===== src/rtl/irq_vector_ctrl.sv =====
module irq_vector_ctrl (
  input  logic        clk,
  input  logic        rst_n,
  input  logic [2:0]  irq_n,
  input  logic [10:0] hw_req,
  input  logic [15:0] reg_wdata,
  input  logic        mask_we,
  input  logic        ctrl_we,
  input  logic        fc_we,
  input  logic        ena_ints,
  input  logic        dis_ints,
  input  logic        ack,
  input  logic        rti,
  output logic        take,
  output logic [15:0] vector
);
  localparam int NSRC = 11;
  localparam int PWD  = NSRC - 1;

  logic [9:0]      imask;
  logic [2:0]      sens;
  logic            nest, gie, mblk;
  logic [2:0]      pin_s, pin_d;
  logic [NSRC-1:0] pend, isr;
  logic [NSRC-1:0] pin_lvl, pin_fall, fc_set, fc_clr, elig, acc_bit, pop_bit;
  logic [3:0]      win, cur;
  logic            any, busy, acc;

  always_comb begin
    pin_lvl  = '0;
    pin_fall = '0;
    pin_lvl[1]  = ~pin_s[0] & ~sens[0];
    pin_lvl[2]  = ~pin_s[1] & ~sens[1];
    pin_lvl[9]  = ~pin_s[2] & ~sens[2];
    pin_fall[1] = pin_d[0] & ~pin_s[0] & sens[0];
    pin_fall[2] = pin_d[1] & ~pin_s[1] & sens[1];
    pin_fall[9] = pin_d[2] & ~pin_s[2] & sens[2];
  end

  always_comb begin
    fc_set = '0;
    fc_clr = '0;
    if (fc_we) begin
      fc_set[6:0] = reg_wdata[14:8];
      fc_set[9]   = reg_wdata[15];
      fc_clr[6:0] = reg_wdata[6:0];
      fc_clr[9]   = reg_wdata[7];
    end
  end

  assign elig = (pend | pin_lvl) & {1'b1, imask};

  always_comb begin
    win = '0; any = 1'b0; cur = '0; busy = 1'b0;
    for (int i = 0; i < NSRC; i++) begin
      if (elig[i]) begin win = 4'(i); any = 1'b1; end
      if (isr[i])  begin cur = 4'(i); busy = 1'b1; end
    end
  end

  assign take    = gie & ~mblk & any & (~busy | (nest & (win > cur)));
  assign vector  = !take ? 16'h0000 :
                   (win == 4'(PWD)) ? 16'h002C : 16'h0028 - {10'd0, win, 2'b00};
  assign acc     = take & ack;
  assign acc_bit = acc ? ({{(NSRC-1){1'b0}}, 1'b1} << win) : '0;
  assign pop_bit = (busy & rti) ? ({{(NSRC-1){1'b0}}, 1'b1} << cur) : '0;

  always_ff @(posedge clk or negedge rst_n) begin
    if (!rst_n) begin
      imask <= '0;
      sens  <= '0;
      nest  <= 1'b0;
      gie   <= 1'b1;
      mblk  <= 1'b0;
      pin_s <= '1;
      pin_d <= '1;
      pend  <= '0;
      isr   <= '0;
    end else begin
      pin_s <= irq_n;
      pin_d <= pin_s;
      mblk  <= mask_we;
      if (mask_we) imask <= reg_wdata[9:0];
      if (ctrl_we) begin
        sens <= reg_wdata[2:0];
        nest <= reg_wdata[4];
      end
      if (dis_ints)      gie <= 1'b0;
      else if (ena_ints) gie <= 1'b1;
      pend <= (pend | hw_req | pin_fall | fc_set) & ~fc_clr & ~acc_bit;
      isr  <= (isr & ~pop_bit) | acc_bit;
    end
  end

  assert_mask_window_R4: assert property (@(posedge clk) disable iff (!rst_n)
    mask_we |=> !take);

  assert_global_off_R5: assert property (@(posedge clk) disable iff (!rst_n)
    dis_ints |=> !take);

  assert_clear_wins_R8: assert property (@(posedge clk) disable iff (!rst_n)
    (fc_we && reg_wdata[7]) |=> !pend[9]);

  assert_ack_marks_R9: assert property (@(posedge clk) disable iff (!rst_n)
    (take && ack) |=> (isr != '0));

  assert_single_R11: assert property (@(posedge clk) disable iff (!rst_n)
    (take && ack && !nest && !ctrl_we && !rti) |=> !take);

  assert_vector_range_R2: assert property (@(posedge clk) disable iff (!rst_n)
    take |-> (vector[1:0] == 2'b00 && vector >= 16'h0004 && vector <= 16'h002C));
endmodule


===== config.mk =====
export PLATFORM = sky130hd
export DESIGN_NAME = irq_vector_ctrl
export DESIGN_NICKNAME = d
export VERILOG_FILES = /design/src/rtl/irq_vector_ctrl.sv
export SDC_FILE = /design/constraint.sdc
export NUM_CORES = 1
export LEC_CHECK = 0
export BUFFER_PORTS_ARGS = -buffer_cell sky130_fd_sc_hd__clkbuf_2
export CAP_MARGIN = 0
export CORE_ASPECT_RATIO = 0.8
export CORE_UTILIZATION = 55
export DETAILED_ROUTE_END_ITERATION = 8
export PLACE_DENSITY = 0.78
export SYNTH_ARGS = -nofsm -noshare
export SYNTH_HDL_FRONTEND = slang
export SYNTH_SLANG_ARGS = --single-unit

===== constraint.sdc =====
create_clock -name clk -period 7.76 [get_ports clk]
set_clock_uncertainty 0.1 [all_clocks]
set_input_delay 1.552 -clock clk [delete_from_list [all_inputs] [get_ports clk]]
set_output_delay 1.552 -clock clk [all_outputs]
set_load 0.02 [all_outputs]

==> results.sh, run 1 <==
export IMPL_outcome="finished clean"
export IMPL_synth_warning_count=0
export IMPL_area_delta_synth_final_pct=14.6
export IMPL_cp_slowest_cell="nor4b_2"
export IMPL_antenna_left=0
export IMPL_total_power_uw=654
export IMPL_cp_startpoint="pin_s[2]$_DFF_PN1_"
export IMPL_synth_distinct_cells=58
export IMPL_die_area_um2=4870
export IMPL_synth_area_top_cells="dfrtp_1, dfstp_2, mux2_2"
export IMPL_critical_path_buf_inv_count=2
export IMPL_wl_per_cell_um=17.3
export IMPL_endpoint_kind="output port"
export IMPL_synth_edf_count=0
export IMPL_cts_tree="built"
export IMPL_antenna_found_initial=0
export IMPL_syn_cell_area_um2=2530
export IMPL_vias=2039
export IMPL_final_instance_count_excl_fill=337
export IMPL_cts_buffer_depth=2
export IMPL_wl_um=5840
export IMPL_rsz0062_at_grt="false"
export IMPL_async_reset_ff_frac=1.00
export IMPL_worst_slew_pin_transition_ps=1060
export IMPL_routabilityCongestion=0.879
export IMPL_grt_max_degree=45
export IMPL_root_buffer="clkbuf_8"
export IMPL_worstSetupPathType="reg2out"
export IMPL_die_w_um=77.8
export IMPL_critPathArrivalTime_ps=3760
export IMPL_cts_resized=0
export IMPL_start_util=0.590
export IMPL_dieHeight_um=62.6
export IMPL_period_share=0.697
export IMPL_placed_cells=329
export IMPL_ioPinCount=56
export IMPL_required_ps=6110
export IMPL_yosys_area_top_type="dfrtp_1"
export IMPL_setup_tns_ps=0
export IMPL_avgViaCountPerCell=6.05
export IMPL_drive_gt1_frac=0.368
export IMPL_grt_usage=0.263
export IMPL_cts_hold_buf=0
export IMPL_clk_pin_slew_ps=80
export IMPL_diodes=0
export IMPL_synth_top_cell_area_share=0.366
export IMPL_clock_latency_ps=300
export IMPL_hold_viol=0
export IMPL_fin_ws_ps=2350
export IMPL_grt_pass1_wl_um=9840
export IMPL_rows=21
export IMPL_layout_common_cells="clkbuf_2, dfrtp_1, nand2_1"
export IMPL_slowest_delay_ps=700
export IMPL_fill_cells=337
export IMPL_fmax_ghz=0.185
export IMPL_ys_seq_elements=44
export IMPL_cp_top_family="simple AND/OR/NAND/NOR gates"
export IMPL_avgSynthCellArea_um2=10.7
export IMPL_drt_iter0_markers=179
export IMPL_gr_total_overflow=0
export IMPL_maxSlewHeadroom=0.295
export IMPL_hold_class="reg2reg"
export IMPL_crit_path_start_kind="flip-flop"
export IMPL_dpl_worst_slack_ps=2710
export IMPL_min_delay_start="pin_s[1]$_DFF_PN1_"
export IMPL_drv_slew=0
export IMPL_cts_buffers=5
export IMPL_coreArea_um2=4280
export IMPL_worstPathMaxFanout=28
export IMPL_h_tree_depth=2
export IMPL_drt_pass1_iterations=4
export IMPL_maxCapViolCount=0
export IMPL_port_buffers=53
export IMPL_nets=327
export IMPL_leakagePower_nw=1.25
export IMPL_path_cells="o21bai_1, a221oi_4, nand2_1, inv_1, ha_1, nand4_1, nand3_1, a21oi_1, a31oi_4, nor4b_2, clkbuf_2"
export IMPL_place_hpwl_um=4360
export IMPL_setup_violations=0
export IMPL_ys_seq_area_frac=0.439
export IMPL_fin_crit_ps=5410
export IMPL_final_common_cell="clkbuf_2"
export IMPL_syn_inst=237
export IMPL_drc=0
export IMPL_peakVddDrop_v=0.000212
export IMPL_fin_util=0.677
export IMPL_grt_pass1_vias=2027
export IMPL_cts_setup_buffers=0
export IMPL_cts_sinks=44
export IMPL_synthFlopType="dfrtp_1"
export IMPL_r2r_start="pend[3]$_DFF_PN0_"
export IMPL_powerDensity_nw_per_um2=226
cell families after synthesis:
group                    count (synthesis)  synth area share
AO/OA/AOI/OAI                           77             0.230
AND/OR/NAND/NOR                         67             0.163
flip-flops                              44             0.439
buffers and inverters                   25            0.0599
multiplexers                            14            0.0623
adder cells (fa/ha/maj)                  9            0.0445
other                                    1           0.00148
Yosys cell counts (all sizes together), types with 2 or more instances:
library cell   n
a2111oi        3
clkbuf         4
nand3          8
a31oi          4
a21o           2
o31ai          8
nor2          11
a21oi         15
dfstp          7
o21a           5
o32a           3
nor3b          2
inv            6
or2            4
nor4           4
and2b          2
mux2          14
o31a           5
a221oi         2
o21ai         12
nor2b          2
dfrtp         37
nor3           4
nand2         18
ha             9
nand4          6
a211oi         8
buf           15
and3b          2
o211ai         3
final timing paths:
check	to	slack, ps	cells after the start
worst max-delay path	vector[13]	2350	11
worst min-delay path	pin_d[1]$_DFF_PN1_	270	0
worst max register to register	isr[2]$_DFF_PN0_	4450	11
worst min register to register	pin_d[1]$_DFF_PN1_	270	0
max in group asynchronous	imask[6]$_DFFE_PN0P_	5590	1
min in group asynchronous	imask[0]$_DFFE_PN0P_	1330	1
per-stage QoR:
stage                     hold slack, ps  instance area, um2
after floorplan                      258                2530
after global placement               260                2740
after detailed placement             262                2740
after CTS                            274                2900
after global routing                 285                2900
final                                273                2900
state kept, by name, indices dropped and copies added (netlist names):
name and cells:
nest 1, mblk 1, pin_d 3, isr 11, gie 1, sens 3
pend 11, pin_s 3, imask 10
power breakdown:
| part | internal [mW] | switching (mW) | total, mW |
|---|---|---|---|
| logic | 0.0601 | 0.0870 | 0.147 |
| registers | 0.248 | 0.0194 | 0.268 |
| clock network | 0.161 | 0.0789 | 0.240 |
per-layer routing:
| metal | share of wire | vias to the layer above | wire (um) | global-route usage |
|---|---|---|---|---|
| met2 | 0.46 | 66 | 2700 | 0.400 |
| li1 | - | 970 | - | - |
| met1 | 0.47 | 992 | 2730 | 0.382 |
| met4 | 0.015 | 0 | 87 | 0.0920 |
| met5 | 0 | - | 0 | 0 |
| met3 | 0.055 | 11 | 324 | 0.0423 |
final cells by class:
cell class / count / area (um2) / area share
multi-input combinational: 169 / 1270 / 0.438
clock buffer: 5 / 68.8 / 0.0237
tap: 57 / 71.3 / 0.0246
sequential: 44 / 1110 / 0.383
clock inverter: 3 / 90.1 / 0.0311
inverter: 6 / 22.5 / 0.00777
timing repair buffer: 53 / 265 / 0.0915
No activity file was read; power rests on OpenSTA's default activity.
==> run 2, diff against run 1 <==
--- a/config.mk
+++ b/config.mk
@@ -5,12 +5,13 @@
 export SDC_FILE = /design/constraint.sdc
 export NUM_CORES = 1
 export LEC_CHECK = 0
+export ABC_AREA = 1
 export BUFFER_PORTS_ARGS = -buffer_cell sky130_fd_sc_hd__clkbuf_2
 export CAP_MARGIN = 0
 export CORE_ASPECT_RATIO = 0.8
-export CORE_UTILIZATION = 55
+export CORE_UTILIZATION = 49
 export DETAILED_ROUTE_END_ITERATION = 8
-export PLACE_DENSITY = 0.78
+export PLACE_DENSITY = 0.73
 export SYNTH_ARGS = -nofsm -noshare
 export SYNTH_HDL_FRONTEND = slang
 export SYNTH_SLANG_ARGS = --single-unit
==> constraint.sdc (replaced) <==
create_clock -name clk -period 4.8 [get_ports clk]
set_clock_uncertainty 0.1 [all_clocks]
set_input_delay 0.96 -clock clk [delete_from_list [all_inputs] [get_ports clk]]
set_output_delay 0.96 -clock clk [all_outputs]
set_load 0.02 [all_outputs]
==> run 2 against run 1 <==
Non-clock buffer count unchanged. Via count down 7.0%. Sequential power up 62%. Critical path depth up 4. Core utilization down 8.6 points. Global-route usage down 4.8 points. Die area up 9.1%. Area after synthesis down 2.5%. Cell count up 12%. Sequential share of layout area up 1.6 points. Register-to-register slack worse by 3000 ps. Critical path type unchanged. Largest cell class unchanged. Largest power group unchanged. Highest routed layer unchanged.
==> results.sh, run 2 <==
export IMPL_h_tree_depth=2
export IMPL_dpl_worst_slack_ps=703
export IMPL_cts_tree="built"
export IMPL_grt_usage=0.215
export IMPL_maxSlewHeadroom=0.302
export IMPL_required_ps=3740
export IMPL_reg_largest_list="isr x11, pend x11, imask x10"
export IMPL_synth_commonest_cells="nand2_1, dfrtp_1, inv_1"
export IMPL_die_area_um2=5320
export IMPL_pwr_share_clk=0.226
export IMPL_leakagePower_nw=1.42
export IMPL_cts_sinks=44
export IMPL_outcome="finished clean"
export IMPL_port_buffers=53
export IMPL_pwr_share_comb=0.351
export IMPL_synth_warning_count=0
export IMPL_powerDensity_nw_per_um2=369
export IMPL_wl_um=4960
export IMPL_dieHeight_um=65.4
export IMPL_endpoint_kind="output port"
export IMPL_critPathArrivalTime_ps=3350
export IMPL_fin_ws_ps=395
export IMPL_area_delta_synth_final_pct=12.8
export IMPL_maxCapViolCount=0
export IMPL_die_w_um=81.3
export IMPL_ys_seq_area_frac=0.450
export IMPL_nets=364
export IMPL_ys_seq_elements=44
export IMPL_synth_distinct_cells=41
export IMPL_grt_pass1_vias=1831
export IMPL_clock_latency_ps=300
export IMPL_period_share=0.918
export IMPL_setup_tns_ps=0
export IMPL_routabilityCongestion=0.922
export IMPL_grt_pass1_wl_um=8340
export IMPL_hold_class="reg2reg"
export IMPL_syn_inst=270
export IMPL_antenna_left=0
export IMPL_setup_violations=0
export IMPL_synth_edf_count=0
export IMPL_drv_slew=0
export IMPL_grt_max_degree=45
export IMPL_fin_crit_ps=4410
export IMPL_yosys_area_top_type="dfrtp_1"
export IMPL_synth_top_cell_area_share=0.376
export IMPL_vias=1897
export IMPL_cts_buffers=5
export IMPL_cts_resized=0
export IMPL_start_util=0.524
export IMPL_diodes=0
export IMPL_drt_pass1_iterations=4
export IMPL_avgSynthCellArea_um2=9.13
export IMPL_synth_area_top_cells="dfrtp_1, nand2_1, dfstp_2"
export IMPL_rsz0062_at_grt="false"
export IMPL_async_reset_ff_frac=1.00
export IMPL_pwr_share_seq=0.422
export IMPL_drive_gt1_frac=0.347
export IMPL_synthFlopType="dfrtp_1"
export IMPL_worstSetupPathType="reg2out"
export IMPL_worst_slew_pin_transition_ps=1050
export IMPL_cts_setup_buffers=0
export IMPL_swShare=0.376
export IMPL_coreArea_um2=4710
export IMPL_fmax_ghz=0.227
export IMPL_drt_iter0_markers=67
export IMPL_place_hpwl_um=3980
export IMPL_crit_path_start_kind="flip-flop"
export IMPL_clk_pin_slew_ps=80
export IMPL_rows=22
export IMPL_wl_per_cell_um=13.1
export IMPL_cts_buffer_depth=2
export IMPL_antenna_found_initial=0
export IMPL_peakVddDrop_v=0.000220
export IMPL_drc=0
export IMPL_avgViaCountPerCell=5.03
export IMPL_ioPinCount=56
export IMPL_layout_common_cells="clkbuf_2, nand2_1, dfrtp_1"
export IMPL_p_sw_uw=386
export IMPL_hold_viol=0
export IMPL_cellInternalPower_uw=640
export IMPL_final_common_cell="clkbuf_2"
export IMPL_gr_total_overflow=0
export IMPL_cts_hold_buf=0
export IMPL_worstPathMaxFanout=10
export IMPL_syn_cell_area_um2=2460
export IMPL_root_buffer="clkbuf_8"
export IMPL_yosysMostFrequentCell="nand2_1"
run 2: path summary, 6_finish.rpt:
check                      slack, ps                    to  depth (start not counted)               start
setup / recovery                 390            vector[12]                         15  pin_s[1]$_DFF_PN1_
hold / removal                   270    pin_d[1]$_DFF_PN1_                          0  pin_s[1]$_DFF_PN1_
setup reg to reg                1500     pend[3]$_DFF_PN0_                         16  pin_s[1]$_DFF_PN1_
hold reg to reg                  270    pin_d[1]$_DFF_PN1_                          0  pin_s[1]$_DFF_PN1_
max in group asynchronous       3220     pend[8]$_DFF_PN0_                          1               rst_n
min in group asynchronous        730  imask[1]$_DFFE_PN0P_                          1               rst_n
run 2: worst max-delay path, stage by stage, from the launching register on:
cell,delay [ps]
dfstp_2,540
nor2_1,40
o21ai_0,330
a21oi_1,110
o21ai_0,160
inv_1,80
nor2_1,180
inv_1,130
ha_1,320
a21oi_1,70
o21ai_0,140
nand3_1,100
nand2_2,80
nand3_4,110
nor2_1,390
clkbuf_2,260
run 2: layout make-up:
type | count | area [um2]
multi-input combinational | 182 | 1130
inverter | 30 | 115
clock inverter | 2 | 16.3
clock buffer | 6 | 72.6
timing repair buffer | 53 | 265
sequential | 44 | 1110
tap | 60 | 75.1
fill | 415 | 1930
run 2: logic make-up (layout without fill, tap and decap cells):
kind of cell | Yosys count | after routing | share of synthesized area
simple gates | 113 | 113 | 0.242
compound gates | 45 | 45 | 0.107
buf+inv | 45 | 91 | 0.0944
flops | 44 | 44 | 0.450
mux | 13 | 13 | 0.0594
fa+ha+maj | 9 | 9 | 0.0457
other cells | 1 | 2 | 0.00152
run 2: metal layers:
layer | GRT usage | vias to the layer above | share of wire
met5 | 0 | - | 0
met4 | 0.0670 | 0 | 0.014
met3 | 0.0431 | 8 | 0.031
met2 | 0.349 | 37 | 0.45
met1 | 0.288 | 887 | 0.50
li1 | - | 965 | -
run 2: through the flow:
step,instance area (um2),cells,util,hold slack (ps),power [mW]
final,2780,377,0.591,273,1.03
after global routing,2780,377,0.591,283,1.10
after CTS,2780,377,0.591,274,1.03
after detailed placement,2690,369,0.572,261,0.795
after global placement,2690,369,0.572,260,0.785
after floorplan,2470,271,-,259,0.703
run 2: power by group through the flow:
stage	Combinational, mW	Sequential (mW)	Clock, mW
floorplan	0.270	0.433	0
global placement	0.346	0.439	0
detailed placement	0.354	0.440	0
CTS	0.361	0.433	0.236
global route	0.411	0.438	0.251
finish	0.361	0.433	0.232
